## src/rtl/mbox_pkg.sv

```systemverilog
package mbox_pkg;
  localparam int unsigned TX_BASE = 'h00;
  localparam int unsigned RX_BASE = 'h10;
  localparam int unsigned SR_OFF  = 'h20;
  localparam int unsigned CR_OFF  = 'h24;
  localparam int unsigned TE_LSB  = 20;
  localparam int unsigned RF_LSB  = 24;

  // channel order is reversed inside each nibble
  function automatic int unsigned te_pos(int unsigned n, int unsigned nch);
    return TE_LSB + nch - 1 - n;
  endfunction

  function automatic int unsigned rf_pos(int unsigned n, int unsigned nch);
    return RF_LSB + nch - 1 - n;
  endfunction
endpackage

```

## src/rtl/mbox_slot.sv

```systemverilog
module mbox_slot #(
  parameter int unsigned DATA_W = 32
) (
  input  logic              clk_i,
  input  logic              rst_ni,
  input  logic              wr_i,
  input  logic [DATA_W-1:0] wdata_i,
  input  logic              rd_i,
  output logic              full_o,
  output logic [DATA_W-1:0] data_o
);
  always_ff @(posedge clk_i or negedge rst_ni) begin
    if (!rst_ni) begin
      full_o <= 1'b0;
      data_o <= '0;
    end else if (wr_i) begin
      full_o <= 1'b1;        // write wins over a same-cycle read
      data_o <= wdata_i;
    end else if (rd_i) begin
      full_o <= 1'b0;
    end
  end
endmodule

```

## src/rtl/mbox_port.sv

```systemverilog
module mbox_port
  import mbox_pkg::*;
#(
  parameter int unsigned NUM_CH = 4,
  parameter int unsigned DATA_W = 32,
  parameter int unsigned ADDR_W = 6
) (
  input  logic                           clk_i,
  input  logic                           rst_ni,
  input  logic [ADDR_W-1:0]              addr_i,
  input  logic                           we_i,
  input  logic [DATA_W-1:0]              wdata_i,
  input  logic                           re_i,
  output logic [DATA_W-1:0]              rdata_o,
  output logic                           irq_o,
  output logic [NUM_CH-1:0]              tx_wr_o,
  output logic [NUM_CH-1:0]              rx_rd_o,
  input  logic [NUM_CH-1:0]              tx_full_i,
  input  logic [NUM_CH-1:0]              rx_full_i,
  input  logic [NUM_CH-1:0][DATA_W-1:0]  rx_data_i
);
  localparam int unsigned CH_W = (NUM_CH > 1) ? $clog2(NUM_CH) : 1;

  function automatic logic [DATA_W-1:0] en_mask();
    logic [DATA_W-1:0] m;
    m = '0;
    for (int unsigned n = 0; n < NUM_CH; n++) begin
      m[te_pos(n, NUM_CH)] = 1'b1;
      m[rf_pos(n, NUM_CH)] = 1'b1;
    end
    return m;
  endfunction

  localparam logic [DATA_W-1:0] CR_MASK = en_mask();

  logic [ADDR_W-1:0] tx_off, rx_off;
  logic              tx_hit, rx_hit, sr_hit, cr_hit;
  logic [CH_W-1:0]   tx_idx, rx_idx;
  logic [DATA_W-1:0] ctrl_q, status;

  assign tx_off = addr_i - ADDR_W'(TX_BASE);
  assign rx_off = addr_i - ADDR_W'(RX_BASE);
  assign tx_hit = (tx_off < ADDR_W'(4 * NUM_CH)) && (tx_off[1:0] == 2'b00);
  assign rx_hit = (rx_off < ADDR_W'(4 * NUM_CH)) && (rx_off[1:0] == 2'b00);
  assign sr_hit = (addr_i == ADDR_W'(SR_OFF));
  assign cr_hit = (addr_i == ADDR_W'(CR_OFF));
  assign tx_idx = tx_off[CH_W+1:2];
  assign rx_idx = rx_off[CH_W+1:2];

  for (genvar n = 0; n < NUM_CH; n++) begin : g_strb
    assign tx_wr_o[n] = we_i && tx_hit && (tx_idx == CH_W'(n));
    assign rx_rd_o[n] = re_i && rx_hit && (rx_idx == CH_W'(n));
  end

  always_comb begin
    status = '0;
    for (int unsigned n = 0; n < NUM_CH; n++) begin
      status[te_pos(n, NUM_CH)] = ~tx_full_i[n];
      status[rf_pos(n, NUM_CH)] = rx_full_i[n];
    end
  end

  always_ff @(posedge clk_i or negedge rst_ni) begin
    if (!rst_ni)                ctrl_q <= '0;
    else if (we_i && cr_hit)    ctrl_q <= wdata_i & CR_MASK;
  end

  // enables share the status bit layout
  assign irq_o = |(status & ctrl_q);

  always_comb begin
    rdata_o = '0;
    if (re_i) begin
      if (rx_hit)      rdata_o = rx_data_i[rx_idx];
      else if (sr_hit) rdata_o = status;
      else if (cr_hit) rdata_o = ctrl_q;
    end
  end
endmodule

```

## src/rtl/mbox_dual.sv

```systemverilog
module mbox_dual #(
  parameter int unsigned NUM_CH = 4,
  parameter int unsigned DATA_W = 32,
  parameter int unsigned ADDR_W = 6
) (
  input  logic              clk_i,
  input  logic              rst_ni,
  input  logic [ADDR_W-1:0] a_addr_i,
  input  logic              a_we_i,
  input  logic [DATA_W-1:0] a_wdata_i,
  input  logic              a_re_i,
  output logic [DATA_W-1:0] a_rdata_o,
  output logic              a_irq_o,
  input  logic [ADDR_W-1:0] b_addr_i,
  input  logic              b_we_i,
  input  logic [DATA_W-1:0] b_wdata_i,
  input  logic              b_re_i,
  output logic [DATA_W-1:0] b_rdata_o,
  output logic              b_irq_o
);
  logic [NUM_CH-1:0]             a_tx_wr, a_rx_rd, b_tx_wr, b_rx_rd;
  logic [NUM_CH-1:0]             ab_full, ba_full;
  logic [NUM_CH-1:0][DATA_W-1:0] ab_data, ba_data;

  for (genvar n = 0; n < NUM_CH; n++) begin : g_ch
    mbox_slot #(.DATA_W(DATA_W)) u_ab (
      .clk_i(clk_i), .rst_ni(rst_ni), .wr_i(a_tx_wr[n]), .wdata_i(a_wdata_i),
      .rd_i(b_rx_rd[n]), .full_o(ab_full[n]), .data_o(ab_data[n]));
    mbox_slot #(.DATA_W(DATA_W)) u_ba (
      .clk_i(clk_i), .rst_ni(rst_ni), .wr_i(b_tx_wr[n]), .wdata_i(b_wdata_i),
      .rd_i(a_rx_rd[n]), .full_o(ba_full[n]), .data_o(ba_data[n]));
  end

  mbox_port #(.NUM_CH(NUM_CH), .DATA_W(DATA_W), .ADDR_W(ADDR_W)) u_pa (
    .clk_i(clk_i), .rst_ni(rst_ni), .addr_i(a_addr_i), .we_i(a_we_i),
    .wdata_i(a_wdata_i), .re_i(a_re_i), .rdata_o(a_rdata_o), .irq_o(a_irq_o),
    .tx_wr_o(a_tx_wr), .rx_rd_o(a_rx_rd), .tx_full_i(ab_full),
    .rx_full_i(ba_full), .rx_data_i(ba_data));

  mbox_port #(.NUM_CH(NUM_CH), .DATA_W(DATA_W), .ADDR_W(ADDR_W)) u_pb (
    .clk_i(clk_i), .rst_ni(rst_ni), .addr_i(b_addr_i), .we_i(b_we_i),
    .wdata_i(b_wdata_i), .re_i(b_re_i), .rdata_o(b_rdata_o), .irq_o(b_irq_o),
    .tx_wr_o(b_tx_wr), .rx_rd_o(b_rx_rd), .tx_full_i(ba_full),
    .rx_full_i(ab_full), .rx_data_i(ab_data));
endmodule

```

## config.mk

```make
export PLATFORM = sky130hd
export DESIGN_NAME = mbox_dual
export DESIGN_NICKNAME = d
export VERILOG_FILES = /design/src/rtl/mbox_pkg.sv /design/src/rtl/mbox_slot.sv /design/src/rtl/mbox_port.sv /design/src/rtl/mbox_dual.sv
export SDC_FILE = /design/constraint.sdc
export NUM_CORES = 1
export LEC_CHECK = 0
export BUFFER_PORTS_ARGS = -buffer_cell sky130_fd_sc_hd__buf_2
export CAP_MARGIN = 20
export CORE_ASPECT_RATIO = 0.9
export CORE_UTILIZATION = 48
export CTS_CLUSTER_DIAMETER = 120
export CTS_CLUSTER_SIZE = 25
export DETAILED_ROUTE_END_ITERATION = 10
export PLACE_DENSITY = 0.77
export SLEW_MARGIN = 20
export SYNTH_ARGS = -nofsm -noshare
export SYNTH_HDL_FRONTEND = slang
export SYNTH_SLANG_ARGS = --single-unit
export TNS_END_PERCENT = 10
```

## constraint.sdc

```tcl
create_clock -name clk_i -period 3.67 [get_ports clk_i]
set_input_delay 0.367 -clock clk_i [delete_from_list [all_inputs] [get_ports clk_i]]
set_output_delay 0.367 -clock clk_i [all_outputs]
set_load 0.01 [all_outputs]
```

==> results of run 1 <==
-- cell usage after synthesis, types with 2 or more instances --
cell | number | area share [%]
a21oi_1 | 8 | 0.31
a22oi_1 | 8 | 0.47
and2_1 | 24 | 1.2
and4_1 | 2 | 0.14
buf_1 | 2 | 0.058
buf_2 | 25 | 0.97
buf_4 | 5 | 0.29
buf_6 | 9 | 0.79
clkbuf_1 | 10 | 0.29
dfrtp_1 | 280 | 54
inv_1 | 20 | 0.58
mux2_2 | 269 | 24
mux2_4 | 3 | 0.35
mux2i_1 | 8 | 0.62
mux4_2 | 64 | 11
nand2_1 | 4 | 0.12
nand3_2 | 2 | 0.16
nand4_1 | 3 | 0.15
nand4_2 | 5 | 0.49
nor2_1 | 10 | 0.29
nor2b_1 | 27 | 1.3
nor4_1 | 4 | 0.19
o21ai_0 | 3 | 0.12
o22ai_1 | 7 | 0.34
o2bb2ai_1 | 8 | 0.54
o41ai_1 | 4 | 0.27
-- power groups by stage --
stage | Clock [mW] | Combinational (mW) | Sequential, mW
floorplan | 0 | 0.690 | 3.69
global placement | 0 | 0.911 | 3.75
detailed placement | 0 | 0.948 | 3.78
CTS | 1.80 | 0.950 | 3.72
global route | 1.89 | 1.03 | 3.77
finish | 1.73 | 0.937 | 3.72
-- timing repair --
item | CTS | global route
hold buffers | 1 | 0
gates resized for setup | 0 | 0
hold endpoints to repair | 92 | 0
-- area by class of cell --
class / instances / area, um2 / area share [%]
sequential: 280 / 7007 / 48.84
multi-input combinational: 473 / 5480 / 38.20
timing repair buffer: 167 / 943.4 / 6.576
tap: 348 / 435.4 / 3.035
clock buffer: 15 / 375.4 / 2.616
inverter: 20 / 75.07 / 0.5233
clock inverter: 1 / 20.02 / 0.1395
antenna: 4 / 10.01 / 0.06977
-- cell families (layout without fill, tap and decap cells) --
kind of cell,after synthesis,after routing
multiplexers,344,344
flip-flops,280,280
AND/OR/NAND/NOR,89,89
buffers and inverters,72,203
AO/OA/AOI/OAI,40,40
other,0,4
-- critical path: stages --
cell     delay (ns)
buf_2          0.24
buf_4          0.31
or4b_1         0.76
o22ai_1        0.30
buf_2          0.19
-- layer usage --
| metal | vias to the layer above | wire length (um) |
|---|---|---|
| li1 | 3310 | - |
| met1 | 3843 | 12030 |
| met2 | 184 | 12940 |
| met3 | 31 | 1666 |
| met4 | 4 | 495 |
| met5 | - | 31 |
-- metrics by stage --
step           std cells  utilization, %  area, um2  power, mW
4_1_cts             1303           54.60      14310      6.470
3_3_place_gp        1286           53.06      13900      4.663
3_5_place_dp        1286           53.06      13900      4.723
5_1_grt             1304           54.71      14340      6.688
2_1_floorplan        825               -      12870      4.383
6_report            1308           54.75      14350      6.385
-- state kept, by name (all words and copies together) (netlist names) --
| name | cells |
|---|---|
| u_pa.ctrl_q | 8 |
| g_ch.u_ab.full_o | 4 |
| u_pb.ctrl_q | 8 |
| g_ch.u_ba.data_o | 128 |
| g_ch.u_ab.data_o | 128 |
| g_ch.u_ba.full_o | 4 |
-- final timing paths --
check,slack [ns],start,to
min in group asynchronous,0.50,rst_ni,g_ch[0].u_ba.data_o[14]
worst max-delay path,1.13,a_addr_i[3],a_rdata_o[20]
worst min register to register,0.50,g_ch[2].u_ba.data_o[4],g_ch[2].u_ba.data_o[4]
worst min-delay path,0.14,a_wdata_i[19],g_ch[2].u_ab.data_o[19]
worst max register to register,2.86,u_pa.ctrl_q[22],u_pa.ctrl_q[22]
max in group asynchronous,2.17,rst_ni,g_ch[0].u_ba.data_o[20]
==> impl_metrics.toml, run 1 <==
[timing]
fin_crit_sh_pct = 69.20
hold_violations = 0
setup_viol = 0
fin_skew_ns = 0
setup_tns_ns = 0
worstMarginPinSlew_ns = 0.7556
fin_crit_ns = 2.540
relSlewSlack_pct = 49.57
hold_ws_ns = 0.1420
timing.fmax_mhz = 393.7
rsz0062_at_grt = "false"
maxSlewViolCount = 0
setup_ws_ns = 1.130

[cts]
clock-sinks = 280
root_buffer = "clkbuf_16"
cts.clk_slew.worst_paths_ns = 0.10
cts_tree = "yes"
htreeDepth = 1
clock_path_buffers = 3
cts_setup_buffers = 0
clk_latency_ns = 0.49
cts_buffers = 15

[global_route]
antenna_found_initial = 6
first_global_vias = 7908
overflow = 0
grt_pass1_wl_um = 44150
grt_usage_pct = 20.52
grt-busiest-layer = "met2"
met2_usage_pct = 33.26
grtUsageMet3_pct = 4.469
grt_max_degree = 96
met1_usage_pct = 28.36

[synth]
ys_seq_area_share_pct = 54.43
async_reset_ff_share_pct = 100.0
synth_compound_area_share_pct = 2.206
synth_edf_count = 0
synthesis.nets = 907
synth_area_um2 = 12870
netlist_instances = 825
synth_top_family_by_area = "multiplexers"
syn_avg_cell_area_um2 = 15.60
yosys.area_share.adder_pct = 0
synthMuxAreaShare_pct = 35.70
synth_xor_area_share_pct = 0
synth_top_flop_cell = "dfrtp_1"
ys_ff_latch = 280
synth.distinct_cells = 37
yosys_warnings = 0
yosys.area_share.simple_pct = 4.646

[power_and_ir_drop]
pwr_density_cell_nw_per_um2 = 445.0
p_sw_share_pct = 24.49
p_clk_share_pct = 27.1
intPower_mw = 4.821
p_sw_mw = 1.564
seq_power_share_pct = 58.2
p_comb_share_pct = 14.7
vdd_ir_drop_max_uv = 309.2
cellLeakagePower_nw = 7.027

[die]
core_area_um2 = 26210
rows = 56
start_util_pct = 49.13
die_width_um = 174.6
pin_count = 148
die_h_um = 157.4
dieArea_um2 = 27480

[routing]
num_vias = 7372
wire_per_inst_um = 20.76
firstDrtPassIters = 4
routed_wl_um = 27160
drt_iter0_drc = 334
antenna_left = 0
drcViolationCount = 0
via_per_inst = 5.636

[cells_and_area]
nets = 1039
final_common_cell = "dfrtp_1"
drive_gt1_share_pct = 55.65
final_cell_mix = "280 x dfrtp_1, 269 x mux2_2, 146 x buf_2"
fillers = 2179
area_delta_synth_final_pct = 11.44

[min_path]
min_path_type = "in2reg"
worstHoldPathCells = 2

[critical_path]
worstSetupPathType = "in2out"
worst-endpoint-required_ns = 3.30
reg2regPathDepth = 1
crit_path_start_kind = "input port"
crit_fanout = 24
cp.arrival_ns = 2.17
critPathCaptureType = "output port"

[outcome]
outcome = "completed"

[placement]
place_congestion = 0.8190
dp_hpwl_um = 17540
dp_slack_ns = 0.9386
io_buffers = 147

[job]
drv_cap = 0
(Power assumes the default switching activity.)
==> inputs of run 2 (changes only) <==
clock period = 2.54 ns   (was 3.67 ns; I/O delays follow)
==> run 2 against run 1 <==
Effect of this change: non-clock buffer count grew 3; total power grew 45%; final cell count grew 0.23%; first-iteration DRC count grew 9.9%; setup slack lost 0.76 ns; count of clock-buffer cells in the layout is the same; largest cell class unchanged; highest routed layer unchanged.
==> impl_metrics.toml, run 2 (synthesized netlist as in run 1, its figures left out) <==
[timing]
fin_skew_ns = 0
fin_crit_ns = 2.170
timing.fmax_mhz = 460.9
hold_violations = 0
setup_viol = 0
hold_ws_ns = 0.02192
worstMarginPinSlew_ns = 0.5775
setup_ws_ns = 0.3705
relSlewSlack_pct = 61.33
rsz0062_at_grt = "false"
setup_tns_ns = 0
fin_crit_sh_pct = 85.41
maxSlewViolCount = 0

[cts]
clock-sinks = 280
cts_buffers = 15
cts_resized = 0
clock_path_buffers = 3
htreeDepth = 1
cts.clk_slew.worst_paths_ns = 0.09
cts_tree = "yes"
root_buffer = "clkbuf_16"
clk_latency_ns = 0.50

[placement]
place_congestion = 0.8030
dp_slack_ns = 0.3348
dp_hpwl_um = 17550
dpl.cell_count = 1290
place_area_um2 = 14060
io_buffers = 147

[routing]
num_vias = 7480
firstDrtPassIters = 4
drt_iter0_drc = 367
drcViolationCount = 0
wire_per_inst_um = 20.70
via_per_inst = 5.706
routed_wl_um = 27130
antenna_left = 0

[die]
die_h_um = 157.4
pin_count = 148
start_util_pct = 49.13
rows = 56
core_area_um2 = 26210
dieArea_um2 = 27480
die_width_um = 174.6

[critical_path]
reg2regPathDepth = 1
crit_fanout = 8
worstSetupPathType = "in2out"
critPathCaptureType = "output port"
r2r_slack_ns = 1.73
crit_path_start_kind = "input port"
r2r_end = "u_pa.ctrl_q[21]"
cp.arrival_ns = 1.92
r2r-start = "u_pa.ctrl_q[21]"
worst-endpoint-required_ns = 2.29

[cells_and_area]
multiInputGateArea_um2 = 5480
area_delta_synth_final_pct = 12.48
biggestRegsByFlops = "g_ch.u_ab.data_o (128), g_ch.u_ba.data_o (128)"
fin_cells = 1311
register_area_um2 = 7007
final_common_cell = "dfrtp_1"
final_cell_mix = "280 x dfrtp_1, 269 x mux2_2, 146 x buf_2"
finalInstanceArea_um2 = 14480
fillers = 2159
drive_gt1_share_pct = 55.83
nets = 1042
post-route-util_pct = 55.26

[global_route]
grt_max_degree = 72
grt_usage_pct = 20.46
overflow = 0
first_global_vias = 7809
antenna_found_initial = 4
grt_pass1_wl_um = 43970

[power_and_ir_drop]
total_power_mw = 9.256
cellLeakagePower_nw = 7.088
pwr_density_cell_nw_per_um2 = 639.2
vdd_ir_drop_max_uv = 430.8

[min_path]
worstHoldPathCells = 2
whs_endpoint = "g_ch[1].u_ab.data_o[7]"
min_path_type = "in2reg"
worstHoldStart = "a_wdata_i[7]"

[outcome]
outcome = "completed"

[job]
drv_cap = 0
[run 2: worst max-delay path, stage by stage]
cell and delay, ns:
buf_2 0.11, or3b_4 0.43, or4b_1 0.71, o22ai_1 0.24
buf_2 0.17
[run 2: power breakdown]
group	leakage [nW]	switching [mW]	internal, mW
registers	3.71	0.316	5.05
logic	3.18	0.537	0.844
clock network	0.199	1.41	1.10
total	7.09	2.27	6.99
[run 2: worst max-delay path by stage]
stage,slack [ns],startpoint,endpoint
after floorplan,0.77,a_addr_i[1],a_rdata_o[20]
after global placement,0.36,a_addr_i[1],a_rdata_o[22]
after detailed placement,0.33,a_addr_i[1],a_rdata_o[22]
after CTS,0.33,a_addr_i[1],a_rdata_o[22]
after global routing,0.29,a_addr_i[1],a_rdata_o[22]
final,0.37,a_addr_i[1],a_rdata_o[22]
[run 2: routing by layer]
layer  share of wire, %  routed length [um]  track usage [%]  vias to the layer above
met5              0.033                   9                0                        -
met3                6.0                1628            4.614                       34
met1                 45               12330            28.93                     3952
met4                1.5                 418            3.685                        2
li1                   -                   -                -                     3322
met2                 47               12750            32.80                      170
[run 2: area by class of cell]
type / count / share of cell area [%]
inverter: 20 / 0.5184
tap: 348 / 3.007
clock buffer: 15 / 2.592
antenna: 3 / 0.05184
sequential: 280 / 48.39
timing repair buffer: 170 / 7.397
clock inverter: 2 / 0.1987
multi-input combinational: 473 / 37.85
[run 2: repair_timing]
item	CTS	global route
endpoints found under the setup margin	0	0
hold buffers	1	0
endpoints found under the hold margin	65	0
buffers inserted	0	0
==> inputs of run 3 (changes only) <==
CTS_BUF_LIST = sky130_fd_sc_hd__clkbuf_8   (was not set)
PLACE_DENSITY = 0.76   (was 0.77)
SYNTH_HIERARCHICAL = 1   (was not set)
==> run 3 against run 2 <==
Effect of this change: non-clock buffer count rose by 69; first-iteration DRC count increased by 14%; area after synthesis increased by 10%; setup slack improved by 0.088 ns; via count rose by 3.1%; clock power down 24%; combinational power up 28%; count of clock-buffer cells in the layout stayed put; core utilization is 0.12 points lower; critical path type is now reg2out.
==> impl_metrics.toml, run 3 <==
[outcome]
outcome = "completed"

[placement]
dpl.cell_count = 1373
dp_hpwl_um = 19160
place_congestion = 0.8628
io_buffers = 147

[cells_and_area]
diodes = 0
register_area_um2 = 7007
biggestRegsByFlops = "g_ch.u_ab/data_o (128), g_ch.u_ba/data_o (128)"
area_delta_synth_final_pct = 12.58
final_common_cell = "dfrtp_1"
drive_gt1_share_pct = 52.34
fin_cells = 1445
nets = 1132
multiInputGateArea_um2 = 6344
final_cell_mix = "280 x dfrtp_1, 232 x mux2_4, 146 x buf_2"
fillers = 2329

[synth]
synthesis.nets = 934
async_reset_ff_share_pct = 100.0
yosysMostFrequentCell = "dfrtp_1"
synth_edf_count = 0
synth_commonest_cells = "280 x dfrtp_1, 232 x mux2_4, 64 x mux4_2"
synth_top_cell_by_area = "dfrtp_1"
synth_area_um2 = 14170
synth_top_area_share_pct = 49.44
syn_avg_cell_area_um2 = 16.64
yosys_warnings = 6
synth.area.top_cells = "dfrtp_1 49%, mux2_4 25%, mux4_2 10%"
ys_ff_latch = 280
synth_top_flop_cell = "dfrtp_1"
netlist_instances = 852
ys_seq_area_share_pct = 49.44
synth.distinct_cells = 25

[critical_path]
slowest_delay_ns = 0.48
critPathBufInv = 2
critPathCaptureType = "output port"
r2r-start = "u_pb/ctrl_q[21]"
crit_path_start_kind = "flip-flop"
crit_path_cell_trace = "mux4_2, inv_1, o22ai_1, buf_2"
cp.arrival_ns = 1.83
cpMaxStageDelayCell = "mux4_2"
startpoint = "g_ch[3].u_ab/data_o[25]"
crit_fanout = 2
worstSetupPathType = "reg2out"
r2r_slack_ns = 1.73
worst-endpoint-required_ns = 2.29
crit_family = "multiplexers"

[cts]
clk_latency_ns = 0.53
cts_setup_buffers = 0
cts_hold_buf = 55
root_buffer = "clkbuf_8"
clock-sinks = 280
cts.clk_slew.worst_paths_ns = 0.15
clock_path_buffers = 3
cts_tree = "yes"
cts_resized = 0
cts_buffers = 15
htreeDepth = 1

[job]
drv_cap = 0

[routing]
route.met3.wl_um = 1018
num_vias = 7709
wire_per_inst_um = 20.21
drt_iter0_drc = 419
wl_met1_um = 14290
wl_met2_um = 13490
firstDrtPassIters = 5
routed_wl_um = 29210
antenna_left = 0
via_per_inst = 5.335
drcViolationCount = 0
top_layer = "met4"

[power_and_ir_drop]
vdd_ir_drop_max_uv = 344.6
pwr_density_cell_nw_per_um2 = 569.6
cellLeakagePower_nw = 7.471

[die]
die_h_um = 165.0
rows = 59
pin_count = 148
core_area_um2 = 28940
die_width_um = 183.1
dieArea_um2 = 30220
start_util_pct = 48.98

[timing]
fin_crit_ns = 2.081
fin_skew_ns = 0
fin_crit_sh_pct = 81.94
hold_violations = 0
setup_tns_ns = 0
setup_viol = 0
relSlewSlack_pct = 60.25
maxSlewViolCount = 0
worstMarginPinSlew_ns = 0.5962
timing.fmax_mhz = 480.5
rsz0062_at_grt = "false"

[min_path]
worstHoldStart = "b_wdata_i[21]"
min_path_type = "in2reg"

[global_route]
first_global_vias = 8283
overflow = 0
grt_usage_pct = 20.16
grt_max_degree = 76
antenna_found_initial = 0
grt_pass1_wl_um = 47600
[run 3: changes by cell type after synthesis, sizes merged, moves of 5 or more]
cell / delta
o2bb2ai: -8
clkbuf: -5
and2: -24
nor3: +5
nor2: +12
o22ai: +8
buf: +11
a21o: +8
nor2b: +25
inv: +12
[run 3: worst paths after layout]
kind                                            to  cells past startpoint
setup / recovery                     b_rdata_o[25]                      4
hold / removal             g_ch[2].u_ba/data_o[21]                      2
setup reg to reg                   u_pb/ctrl_q[21]                      1
hold reg to reg            g_ch[0].u_ba/data_o[30]                      1
max in group asynchronous   g_ch[0].u_ba/data_o[7]                      3
min in group asynchronous  g_ch[3].u_ab/data_o[13]                      2
[run 3: logic make-up after synthesis]
logic type             Yosys count  share of synthesized area [%]
and+or+nand+nor                 98                          4.043
AOI/OAI and AO/OA               40                          1.836
buffers and inverters           90                          6.197
DFF                            280                          49.44
muxes                          344                          38.49
[run 3: layer usage]
metal	vias up	global-route usage (%)
met1	4088	30.78
li1	3441	-
met5	-	0
met2	154	31.39
met4	0	3.636
met3	26	2.249
[run 3: through the flow]
stage                     worst slack (ns)  utilization, %  hold slack (ns)  power, mW  instance area, um2
after floorplan                     0.9356               -         -0.04159      6.671               14170
after global placement              0.5549           52.42           0.2683      7.129               15170
after detailed placement            0.5088           52.42           0.2806      7.198               15170
after CTS                           0.4632           55.11         0.003239      9.192               15950
after global routing                0.4027           55.14         0.004695      9.531               15960
final                               0.4588           55.14          0.03326      9.088               15960
[run 3: cell type report]
type | instances | share of cell area [%]
clock inverter | 1 | 0.1255
multi-input combinational | 482 | 39.76
inverter | 32 | 0.7528
tap | 396 | 3.105
clock buffer | 15 | 1.294
sequential | 280 | 43.91
timing repair buffer | 239 | 11.06
[run 3: power breakdown]
group | leakage, nW | internal (mW) | switching [mW]
clock | 0.118 | 0.567 | 1.34
combinational | 3.64 | 1.19 | 0.568
sequential | 3.72 | 5.05 | 0.374
total | 7.47 | 6.81 | 2.28
